$ cat src/rtl/iirbp_pkg.sv
package iirbp_pkg;

   typedef enum logic [1:0] {
      ST_IDLE = 2'd0,
      ST_MAC  = 2'd1,
      ST_DONE = 2'd2
   } seq_state_t;

   // n choose k, used to build the numerator taps at elaboration
   function automatic int unsigned binom(input int unsigned n, input int unsigned k);
      int unsigned r;
      r = 1;
      for (int unsigned i = 0; i < k; i++) begin
         r = r * (n - i) / (i + 1);
      end
      return r;
   endfunction

endpackage

$ cat src/rtl/iirbp_ff_path.sv
module iirbp_ff_path #(
   parameter int IN_W     = 16,
   parameter int FF_ORDER = 4,
   parameter int FFW      = IN_W + FF_ORDER + 1
) (
   input  logic signed [IN_W-1:0] x_even [FF_ORDER+1],
   output logic signed [FFW-1:0]  ff_sum
);
   localparam int MAGW = FF_ORDER + 1;

   logic signed [FFW-1:0] chain [FF_ORDER+2];
   assign chain[0] = '0;

   for (genvar m = 0; m <= FF_ORDER; m++) begin : g_tap
      localparam int unsigned MAG = iirbp_pkg::binom(FF_ORDER, m);
      localparam bit          NEG = (m % 2) == 1;

      logic signed [FFW-1:0] xe;
      logic signed [FFW-1:0] part [MAGW+1];

      assign xe      = {{(FFW-IN_W){x_even[m][IN_W-1]}}, x_even[m]};
      assign part[0] = '0;

      // constant multiply as a sum of shifted copies
      for (genvar b = 0; b < MAGW; b++) begin : g_bit
         if (((MAG >> b) & 1) == 1) begin : g_add
            assign part[b+1] = part[b] + (xe <<< b);
         end else begin : g_skip
            assign part[b+1] = part[b];
         end
      end

      if (NEG) begin : g_neg
         assign chain[m+1] = chain[m] - part[MAGW];
      end else begin : g_pos
         assign chain[m+1] = chain[m] + part[MAGW];
      end
   end

   assign ff_sum = chain[FF_ORDER+1];

endmodule

$ cat src/rtl/iirbp_coef_bank.sv
module iirbp_coef_bank #(
   parameter int ORDER  = 8,
   parameter int COEF_W = 32,
   parameter int KW     = $clog2(ORDER)
) (
   input  logic                     clk,
   input  logic                     rst,
   input  logic                     we,
   input  logic [KW-1:0]            waddr,
   input  logic signed [COEF_W-1:0] wdata,
   input  logic [KW-1:0]            raddr,
   output logic signed [COEF_W-1:0] rdata
);
   logic signed [COEF_W-1:0] regs [ORDER];

   always_ff @(posedge clk) begin
      if (rst) begin
         for (int i = 0; i < ORDER; i++) regs[i] <= '0;
      end else if (we && (int'(waddr) < ORDER)) begin
         regs[waddr] <= wdata;
      end
   end

   always_comb begin
      rdata = '0;
      for (int i = 0; i < ORDER; i++) begin
         if (int'(raddr) == i) rdata = regs[i];
      end
   end

endmodule

$ cat src/rtl/iirbp_mac.sv
module iirbp_mac #(
   parameter int COEF_W        = 32,
   parameter int OUT_W         = 32,
   parameter int FRAC_W        = 24,
   parameter int ACC_W         = 44,
   parameter bit ROUND_NEAREST = 1'b1
) (
   input  logic                     clk,
   input  logic                     rst,
   input  logic                     load,
   input  logic signed [ACC_W-1:0]  load_val,
   input  logic                     step,
   input  logic signed [COEF_W-1:0] coef,
   input  logic signed [OUT_W-1:0]  samp,
   output logic signed [ACC_W-1:0]  acc
);
   localparam int PW = COEF_W + OUT_W;
   localparam int RW = PW - FRAC_W;

   logic signed [PW-1:0] prod;
   logic signed [PW-1:0] biased;
   logic signed [ACC_W-1:0] term;
   logic unused_lsbs;

   assign prod = coef * samp;

   if (ROUND_NEAREST) begin : g_round
      localparam logic signed [PW-1:0] HALF =
         {{(PW-FRAC_W){1'b0}}, 1'b1, {(FRAC_W-1){1'b0}}};
      assign biased = prod + HALF;
   end else begin : g_trunc
      assign biased = prod;
   end

   assign term        = {{(ACC_W-RW){biased[PW-1]}}, biased[PW-1:FRAC_W]};
   assign unused_lsbs = ^biased[FRAC_W-1:0];

   always_ff @(posedge clk) begin
      if (rst) begin
         acc <= '0;
      end else if (load) begin
         acc <= load_val;
      end else if (step) begin
         acc <= acc - term;
      end
   end

endmodule

$ cat src/rtl/iir_bandpass8.sv
module iir_bandpass8 #(
   parameter int IN_W          = 16,
   parameter int OUT_W         = 32,
   parameter int COEF_W        = 32,
   parameter int FRAC_W        = 24,
   parameter int ORDER         = 8,
   parameter int FF_ORDER      = 4,
   parameter bit ROUND_NEAREST = 1'b1
) (
   input  logic                     clk,
   input  logic                     rst,
   input  logic                     in_valid,
   input  logic signed [IN_W-1:0]   in_sample,
   input  logic                     coef_we,
   input  logic [$clog2(ORDER)-1:0] coef_addr,
   input  logic signed [COEF_W-1:0] coef_data,
   output logic                     out_valid,
   output logic signed [OUT_W-1:0]  y_out
);
   import iirbp_pkg::*;

   localparam int KW    = $clog2(ORDER);
   localparam int XH    = 2 * FF_ORDER;
   localparam int FFW   = IN_W + FF_ORDER + 1;
   localparam int ACC_W = OUT_W + COEF_W - FRAC_W + $clog2(ORDER) + 1;
   localparam logic signed [ACC_W-1:0] SAT_HI =
      {{(ACC_W-OUT_W+1){1'b0}}, {(OUT_W-1){1'b1}}};
   localparam logic signed [ACC_W-1:0] SAT_LO =
      {{(ACC_W-OUT_W+1){1'b1}}, {(OUT_W-1){1'b0}}};

   // elaboration-time parameter checks
   if (ORDER < 2) begin : g_bad_order
      $error("ORDER must be at least 2");
   end
   if (FF_ORDER < 1) begin : g_bad_ff
      $error("FF_ORDER must be at least 1");
   end
   if (FRAC_W < 1 || FRAC_W >= COEF_W) begin : g_bad_frac
      $error("FRAC_W must lie in 1..COEF_W-1");
   end
   if (FFW > ACC_W || FFW > OUT_W) begin : g_bad_width
      $error("numerator sum does not fit the accumulator or output");
   end

   seq_state_t             state;
   logic [KW-1:0]          k;
   logic                   busy;
   logic                   accept;
   logic signed [IN_W-1:0] x_cur;
   logic signed [IN_W-1:0] xh [XH];
   logic signed [OUT_W-1:0] yh [ORDER];
   logic signed [IN_W-1:0] x_even [FF_ORDER+1];
   logic signed [FFW-1:0]  ff_sum;
   logic signed [ACC_W-1:0] ff_ext;
   logic signed [ACC_W-1:0] acc;
   logic signed [COEF_W-1:0] coef_rd;
   logic signed [OUT_W-1:0] samp_rd;
   logic signed [OUT_W-1:0] y_sat;
   logic                    unused_sat;

   assign busy   = (state != ST_IDLE);
   assign accept = in_valid && !busy;

   // even-delay inputs only: x[n], x[n-2], ...
   assign x_even[0] = in_sample;
   for (genvar m = 1; m <= FF_ORDER; m++) begin : g_even
      assign x_even[m] = xh[2*m-1];
   end

   iirbp_ff_path #(
      .IN_W(IN_W), .FF_ORDER(FF_ORDER), .FFW(FFW)
   ) u_ff (
      .x_even(x_even),
      .ff_sum(ff_sum)
   );

   assign ff_ext = {{(ACC_W-FFW){ff_sum[FFW-1]}}, ff_sum};

   iirbp_coef_bank #(
      .ORDER(ORDER), .COEF_W(COEF_W), .KW(KW)
   ) u_coef (
      .clk(clk), .rst(rst),
      .we(coef_we), .waddr(coef_addr), .wdata(coef_data),
      .raddr(k), .rdata(coef_rd)
   );

   always_comb begin
      samp_rd = '0;
      for (int i = 0; i < ORDER; i++) begin
         if (int'(k) == i) samp_rd = yh[i];
      end
   end

   iirbp_mac #(
      .COEF_W(COEF_W), .OUT_W(OUT_W), .FRAC_W(FRAC_W),
      .ACC_W(ACC_W), .ROUND_NEAREST(ROUND_NEAREST)
   ) u_mac (
      .clk(clk), .rst(rst),
      .load(accept), .load_val(ff_ext),
      .step(state == ST_MAC),
      .coef(coef_rd), .samp(samp_rd),
      .acc(acc)
   );

   always_comb begin
      if (acc > SAT_HI)      y_sat = SAT_HI[OUT_W-1:0];
      else if (acc < SAT_LO) y_sat = SAT_LO[OUT_W-1:0];
      else                   y_sat = acc[OUT_W-1:0];
   end
   assign unused_sat = ^{SAT_HI[ACC_W-1:OUT_W], SAT_LO[ACC_W-1:OUT_W]};

   always_ff @(posedge clk) begin
      if (rst) begin
         state     <= ST_IDLE;
         k         <= '0;
         x_cur     <= '0;
         out_valid <= 1'b0;
         y_out     <= '0;
         for (int i = 0; i < XH; i++)    xh[i] <= '0;
         for (int i = 0; i < ORDER; i++) yh[i] <= '0;
      end else begin
         out_valid <= 1'b0;
         case (state)
            ST_IDLE: begin
               if (in_valid) begin
                  x_cur <= in_sample;
                  k     <= '0;
                  state <= ST_MAC;
               end
            end
            ST_MAC: begin
               k <= k + 1'b1;
               if (k == KW'(ORDER-1)) state <= ST_DONE;
            end
            ST_DONE: begin
               y_out     <= y_sat;
               out_valid <= 1'b1;
               xh[0]     <= x_cur;
               for (int i = 1; i < XH; i++)    xh[i] <= xh[i-1];
               yh[0]     <= y_sat;
               for (int i = 1; i < ORDER; i++) yh[i] <= yh[i-1];
               state     <= ST_IDLE;
            end
            default: state <= ST_IDLE;
         endcase
      end
   end

endmodule

$ cat config.mk
export PLATFORM = sky130hd
export DESIGN_NAME = iir_bandpass8
export DESIGN_NICKNAME = d
export VERILOG_FILES = /design/src/rtl/iirbp_pkg.sv /design/src/rtl/iirbp_ff_path.sv /design/src/rtl/iirbp_coef_bank.sv /design/src/rtl/iirbp_mac.sv /design/src/rtl/iir_bandpass8.sv
export SDC_FILE = /design/constraint.sdc
export NUM_CORES = 2
export LEC_CHECK = 0
export BUFFER_PORTS_ARGS = -buffer_cell sky130_fd_sc_hd__buf_4
export CAP_MARGIN = 20
export CELL_PAD_IN_SITES_DETAIL_PLACEMENT = 1
export CELL_PAD_IN_SITES_GLOBAL_PLACEMENT = 2
export CORE_UTILIZATION = 46
export DETAILED_ROUTE_END_ITERATION = 6
export GPL_ROUTABILITY_DRIVEN = 0
export PLACE_DENSITY = 0.94
export SETUP_SLACK_MARGIN = 0.4
export SLEW_MARGIN = 20
export SYNTH_ARGS = -nofsm -noshare
export SYNTH_HDL_FRONTEND = slang
export SYNTH_HIERARCHICAL = 1
export SYNTH_SLANG_ARGS = --single-unit
$ cat constraint.sdc
create_clock -name clk -period 24.1 [get_ports clk]
set_clock_uncertainty 0.2 [all_clocks]
set_input_delay 1.205 -clock clk [delete_from_list [all_inputs] [get_ports clk]]
set_output_delay 1.205 -clock clk [all_outputs]
set_load 0.05 [all_outputs]
==> Yosys cells after proc, flatten, opt, wreduce, memory -nomap -nowiden <==
Memory sizes are Yosys's and may differ from the RTL's.
Index checks and enable logic that the tools add are counted.
{ "classes": {"n_addsub": 8, "mul": 1, "magnitude_cmp": 2, "n_eq_ne": 12, "mux": 52, "n_bitwise": 16, "reduce_logical": 11} }
{ "ops": {"columns": ["cell", "n"], "rows": [
  ["$mux W32", 27],
  ["$mux W16", 8],
  ["$mux W44", 2],
  ["$add A64 B25 Y64 const B", 1],
  ["$mul A32 B32 Y64", 1],
  ["$gt A44 B32 Y1 const B", 1],
  ["$lt A44 B32 Y1 const B", 1],
  ["$sub A44 B40 Y44", 1],
  ["$reduce_or A32 Y1", 1],
  ["$add A21 B16 Y21", 1],
  ["$add A21 B21 Y21", 1],
  ["$sub A21 B18 Y21", 1],
  ["$add A17 B18 Y19", 1],
  ["$sub A16 B18 Y19", 1],
  ["$or A1 B1 Y1", 16],
  ["$eq A3 B3 Y1 const B", 5],
  ["$mux W1", 9],
  ["$eq A3 B2 Y1 const B", 2],
  ["$mux W3", 2],
  ["$pmux W3 S2", 1],
  ["$reduce_and A2 Y1", 3],
  ["$reduce_bool A2 Y1", 3],
  ["$mux W2", 2],
  ["$ne A2 B2 Y1 const B", 2],
  ["9 further kinds", 9]
]} }
{ "totals": {"ff_bits": 98, "ram_bits": 640, "out_inout_bits": 33, "wordCells": 111, "n_memories": 3} }
{ "mem_list": {"columns": ["name", "words", "word_bits", "read_ports", "rd_ports_with_merged_regs", "wr", "line_no", "text"], "rows": [
  ["u_coef.regs", 8, 32, 8, 0, 8, "iirbp_coef_bank.sv:14", "logic signed [COEF_W-1:0] regs [ORDER];"],
  ["yh", 8, 32, 8, 0, 8, "iir_bandpass8.sv:51", "logic signed [OUT_W-1:0] yh [ORDER];"],
  ["xh", 8, 16, 8, 0, 8, "iir_bandpass8.sv:50", "logic signed [IN_W-1:0] xh [XH];"]
]} }

==> Logic depth before layout (Yosys ltp) <==
{ "depth": {"word_depth": 14, "mapped_depth": 50, "mapped_depth_nobuf": 45} }

==> Modules after synthesis <==
The synthesis kept the hierarchy.
{ "modules_own_cells": {"columns": ["mod", "instances", "cells_each", "area_each_um2", "seq_area_each_um2"], "rows": [
  ["iirbp_mac", 1, 4242, 39286.4, 880.8],
  ["iir_bandpass8", 1, 1582, 19049.5, 12612.1],
  ["iirbp_coef_bank", 1, 829, 11751.3, 7687.4],
  ["iirbp_ff_path", 1, 347, 2832.7, 0.0]
]} }

==> Worst setup path after synthesis <==
No wires, ideal clock.
{ "synth_timing": {"path_kind": "reg-to-reg", "startpoint": "reg k[2]", "endpoint": "reg u_mac.acc[41]", "arrival_ps": 11354, "t_required_ps": 23785, "path_slack_ps": 12431, "stages_incl_launch_ff": 45, "path_buffers": 4, "synth_period_minus_slack_ps": 11669, "path_cell_list": "dfxtp_1 -> buf_6 -> clkinv_1 -> clkbuf_1 -> ha_1 -> buf_2 -> nor3b_4 -> a221o_1 -> a21oi_1 -> o31ai_1 -> inv_1 -> clkbuf_1 -> nor2_1 -> fa_1 -> fa_1 -> fa_1 -> fa_1 -> fa_1 -> [... 9 more ...] -> a21oi_1 -> a21boi_1 -> o21ai_1 -> a21oi_1 -> inv_1 -> a21oi_1 -> xor2_1 -> ha_1 -> and3_1 -> a32o_1 -> a211o_1 -> a31oi_2 -> o21a_2 -> a211oi_1 -> a211o_1 -> o32a_1 -> xnor2_1 -> o21a_1"} }
{ "synth_via": {"elab_chain_len": 14, "elab_cells_between_ends": 29} }
{ "synth_rtl": {"columns": ["item", "line_no", "text"], "rows": [
  ["from (decl)", "iir_bandpass8.sv:46", "logic [KW-1:0] k;"],
  ["from (signal assigned)", "iir_bandpass8.sv:132", "k <= k + 1'b1;"],
  ["$logic_not A3 Y1", "iir_bandpass8.sv:90", "if (int'(k) == i) samp_rd = yh[i];"],
  ["$mux W32 (7 in a row)", "iir_bandpass8.sv:90", null],
  ["$mux W32 *", "iir_bandpass8.sv:90", null],
  ["named net samp_rd[31]", "iir_bandpass8.sv:57", "logic signed [OUT_W-1:0] samp_rd;"],
  ["$mul A32 B32 Y64 *", "iirbp_mac.sv:25", "assign prod = coef * samp;"],
  ["$add A64 B25 Y64 *", "iirbp_mac.sv:30", "assign biased = prod + HALF;"],
  ["$sub A44 B40 Y44 *", "iirbp_mac.sv:44", "acc <= acc - term;"],
  ["$mux W44 *", "iirbp_mac.sv:43", "end else if (step) begin"],
  ["$mux W44 *", "iirbp_mac.sv:41", "end else if (load) begin"],
  ["to (signal assigned)", "iirbp_mac.sv:42", "acc <= load_val;"],
  ["to (signal assigned)", "iirbp_mac.sv:44", null],
  ["to (decl)", "iirbp_mac.sv:15", "output logic signed [ACC_W-1:0] acc"]
]} }
The timed path passes the listed nets; every way through them passes the cells marked *. The select of a mux whose other input is x is not followed.
A chain may end at the register's enable or synchronous reset.

==> Worst setup path after layout <==
{ "layout_timing": {"startpoint": "reg k[0]", "endpoint": "reg u_mac.acc[40]"} }
The elaborated chain is that of the path after synthesis.

==> impl_metrics.yaml <==
status:
  status: "complete, no violations"
critical_path:
  cp_top_family: "adder cells"
  start_kind: "flip-flop"
  cp_num_buf_inv: 8
  crit_fanout: 40
  crit_path_top_delay_cell: "fa_1"
  reg2reg_setup_slack_ns: 10.24
  reg2reg_to: "u_mac/acc[40]"
  crit_top_cell: "fa_1"
  r2r-start: "k[0]"
  cp_data_arrival_time_ns: 14.26
  critPathRequiredTime_ns: 24.50
  crit_type: "reg2reg"
  r2r_cells: 41
  end_kind: "flip-flop"
  critical_path.max_stage_delay_ns: 1.03
synth:
  synthArstFlopShare_pct: 0
  synth_nets: 8450
  synthCells: 7000
  synth_top_area_share_pct: 31.5
  synth_area_leaders: "fa_1, edfxtp_1, and2_1"
  synth-main-ff-cell: "edfxtp_1"
  synth_edf_count: 640
  synth_area_leader_cell: "fa_1"
  synth_area_per_cell_um2: 10.4
  yosysSeqAreaShare_pct: 29.0
  ys_warn_count: 6
  ys_ff_latch: 738
  netlist-cell-type-count: 98
  syn-cell-area_mm2: 0.0729
cts:
  ctsRootBufferMaster: "clkbuf_16"
  cts_resized: 0
  hold_buffers: 0
  clk_latency_ns: 0.72
  clk_pin_slew_worst_paths_ns: 0.07
  cts_tree: "yes"
  cts_setup_buffers: 0
  htreeDepth: 3
  cts_sinks: 738
  clockBufferDepth: 3
  cts_buffers: 83
sta:
  tns_ns: 0
  tightest_slew_ns: 1.13
  fmax_mhz: 72.2
  max_slew_margin_pct: 24.5
  setup_ws_ns: 10.24
  setup_viol: 0
  maxSlewViolCount: 0
  fin_crit_sh_pct: 57.5
  post-route-min-period_ns: 13.86
  hold_viol: 0
  rsz0062_at_grt: "no"
global_route:
  grtUsageTotal_pct: 27.3
  grt_pass1_wl_um: 336000
  antenna_found_initial: 4
  grt_max_degree: 140
  grt_overflow: 0
  grt_pass1_vias: 58400
finish:
  nFillCells: 17000
  syn_to_final_growth_pct: 7.41
  seqCellArea_mm2: 0.0212
  multi_input_area_mm2: 0.0458
  drive_above_1_share_pct: 6.58
  finalCoreUtilization_pct: 50.0
  fin_nets: 8316
detailed_routing:
  wire_per_inst_um: 23.7
  wl_met2_um: 111000
  route.detailed.drc: 0
  drt_iter0_drc: 3366
  first_pass_iters: 5
  m1WireLength_um: 83600
  routed_via_density: 5.63
  vias: 50700
  top_layer_used: "met4"
  wl_um: 214000
  routed-wl-met3_um: 10900
  ant_nets: 0
hold_path:
  worst_hold_path_type: "reg2reg"
  hold_start: "x_cur[7]"
  holdPathEnd: "x_cur[7]"
  min_path_cells: 2
run:
  drv_cap: 0
die:
  die_h_um: 400
  initial_utilization_pct: 46.5
  fp-row-count: 145
  coreArea_mm2: 0.157
  fp.dieW_um: 400
  die-area_mm2: 0.160
  ioPinCount: 88
placed_design:
  hpwl_um: 151000
  dp_worst_setup_slack_ns: 10.30
  io_buffers: 87
==> per-layer routing <==
metal / track usage [%] / vias up
li1: - / 21700
met1: 33.6 / 27000
met2: 48.7 / 1506
met3: 3.35 / 425
met4: 10.9 / 0
met5: 0 / -
==> cell usage after synthesis, drive strengths merged, types with 6 or more instances <==
| cell | number |
|---|---|
| o21ai | 147 |
| nor3 | 25 |
| a21oi | 223 |
| nor2b | 108 |
| o21bai | 12 |
| o31ai | 36 |
| a21o | 50 |
| xor2 | 31 |
| nand3b | 8 |
| fa | 1148 |
| clkbuf | 297 |
| nor4 | 6 |
| o21a | 22 |
| a2bb2oi | 7 |
| a221o | 59 |
| and3 | 12 |
| a211o | 6 |
| nand4 | 11 |
| a31oi | 14 |
| or2 | 17 |
| nand2b | 35 |
| edfxtp | 640 |
| a22oi | 33 |
| mux2i | 50 |
| nand3 | 37 |
| nor3b | 14 |
| inv | 1202 |
| nor2 | 223 |
| a211oi | 20 |
| and2 | 1002 |
| nand2 | 802 |
| mux4 | 25 |
| dfxtp | 98 |
| ha | 247 |
| o211ai | 38 |
| buf | 105 |
| xnor2 | 66 |
| a221oi | 57 |
| a2111oi | 7 |
==> flip-flops by register name, summed over array words and instances, names as in the netlist <==
name and count:
k 3, out_valid 1, state 2, u_coef/regs 256
u_mac/acc 44, x_cur 16, xh 128, y_out 32
yh 256
==> how the worst max path moves through the flow <==
stage	cells after the start	from	endpoint	slack, ns
floorplan	44	k[2]	u_mac/acc[41]	12.43
global placement	44	k[0]	u_mac/acc[41]	10.56
detailed placement	40	k[0]	u_mac/acc[40]	10.30
CTS	40	k[0]	u_mac/acc[40]	10.23
global route	41	k[0]	u_mac/acc[40]	9.40
finish	41	k[0]	u_mac/acc[40]	10.24
==> placed cells by master, fill, tap and decap left out, types with 15 or more instances in the layout <==
| cell | count |
|---|---|
| mux4_2 | 25 |
| buf_4 | 181 |
| clkbuf_16 | 84 |
| a21o_1 | 50 |
| inv_1 | 1199 |
| fa_1 | 1148 |
| nor2_1 | 218 |
| or2_2 | 15 |
| edfxtp_1 | 640 |
| nand2b_1 | 35 |
| dfxtp_1 | 95 |
| and2_1 | 1001 |
| nor2b_1 | 106 |
| a21oi_1 | 213 |
| nand2_1 | 800 |
| a22oi_1 | 33 |
| o21ai_0 | 137 |
| a211oi_1 | 20 |
| nor3_1 | 21 |
| xnor2_1 | 65 |
| xor2_1 | 31 |
| a221oi_1 | 56 |
| mux2i_1 | 50 |
| o211ai_1 | 38 |
| ha_1 | 243 |
| nand3_1 | 37 |
| o21a_1 | 21 |
| a221o_1 | 47 |
| o31ai_4 | 32 |
==> cells by family (layout without fill, tap and decap cells) <==
logic type | Yosys count | in the layout | share of synthesized area (%)
adders and majority gates | 1395 | 1395 | 35.8
buffers and inverters | 1606 | 1541 | 8.73
and+or+nand+nor | 2322 | 2322 | 16.5
AOI/OAI and AO/OA | 767 | 767 | 7.36
DFF | 738 | 738 | 29.0
xor gates and xnor gates | 97 | 97 | 1.17
other | 0 | 4 | 0
muxes | 75 | 75 | 1.46
==> cell type report <==
class	count	share of cell area (%)
multi-input cells	4656	58.5
flip-flops and latches	738	27.1
repair buffers	183	1.76
well taps	2058	3.29
clock buffers	99	2.78
inverters	1204	5.79
diodes	4	0.0128
clock inverters	55	0.834
==> tightest hold or removal path: stages (launching register included) <==
cell,delay (ns)
dfxtp_1,0.31
nand2_1,0.05
a21oi_1,0.05
==> per-stage QoR <==
stage	hold slack [ns]	area, um2	cells
after floorplan	0.232	72900	7000
after global placement	0.236	75500	8839
after detailed placement	0.245	75500	8839
after CTS	0.258	78300	8993
after global routing	0.270	78300	8995
final	0.255	78300	8997
Power is not shown: default switching activity piles up to over one toggle a cycle in this logic, so the estimate is an artifact.
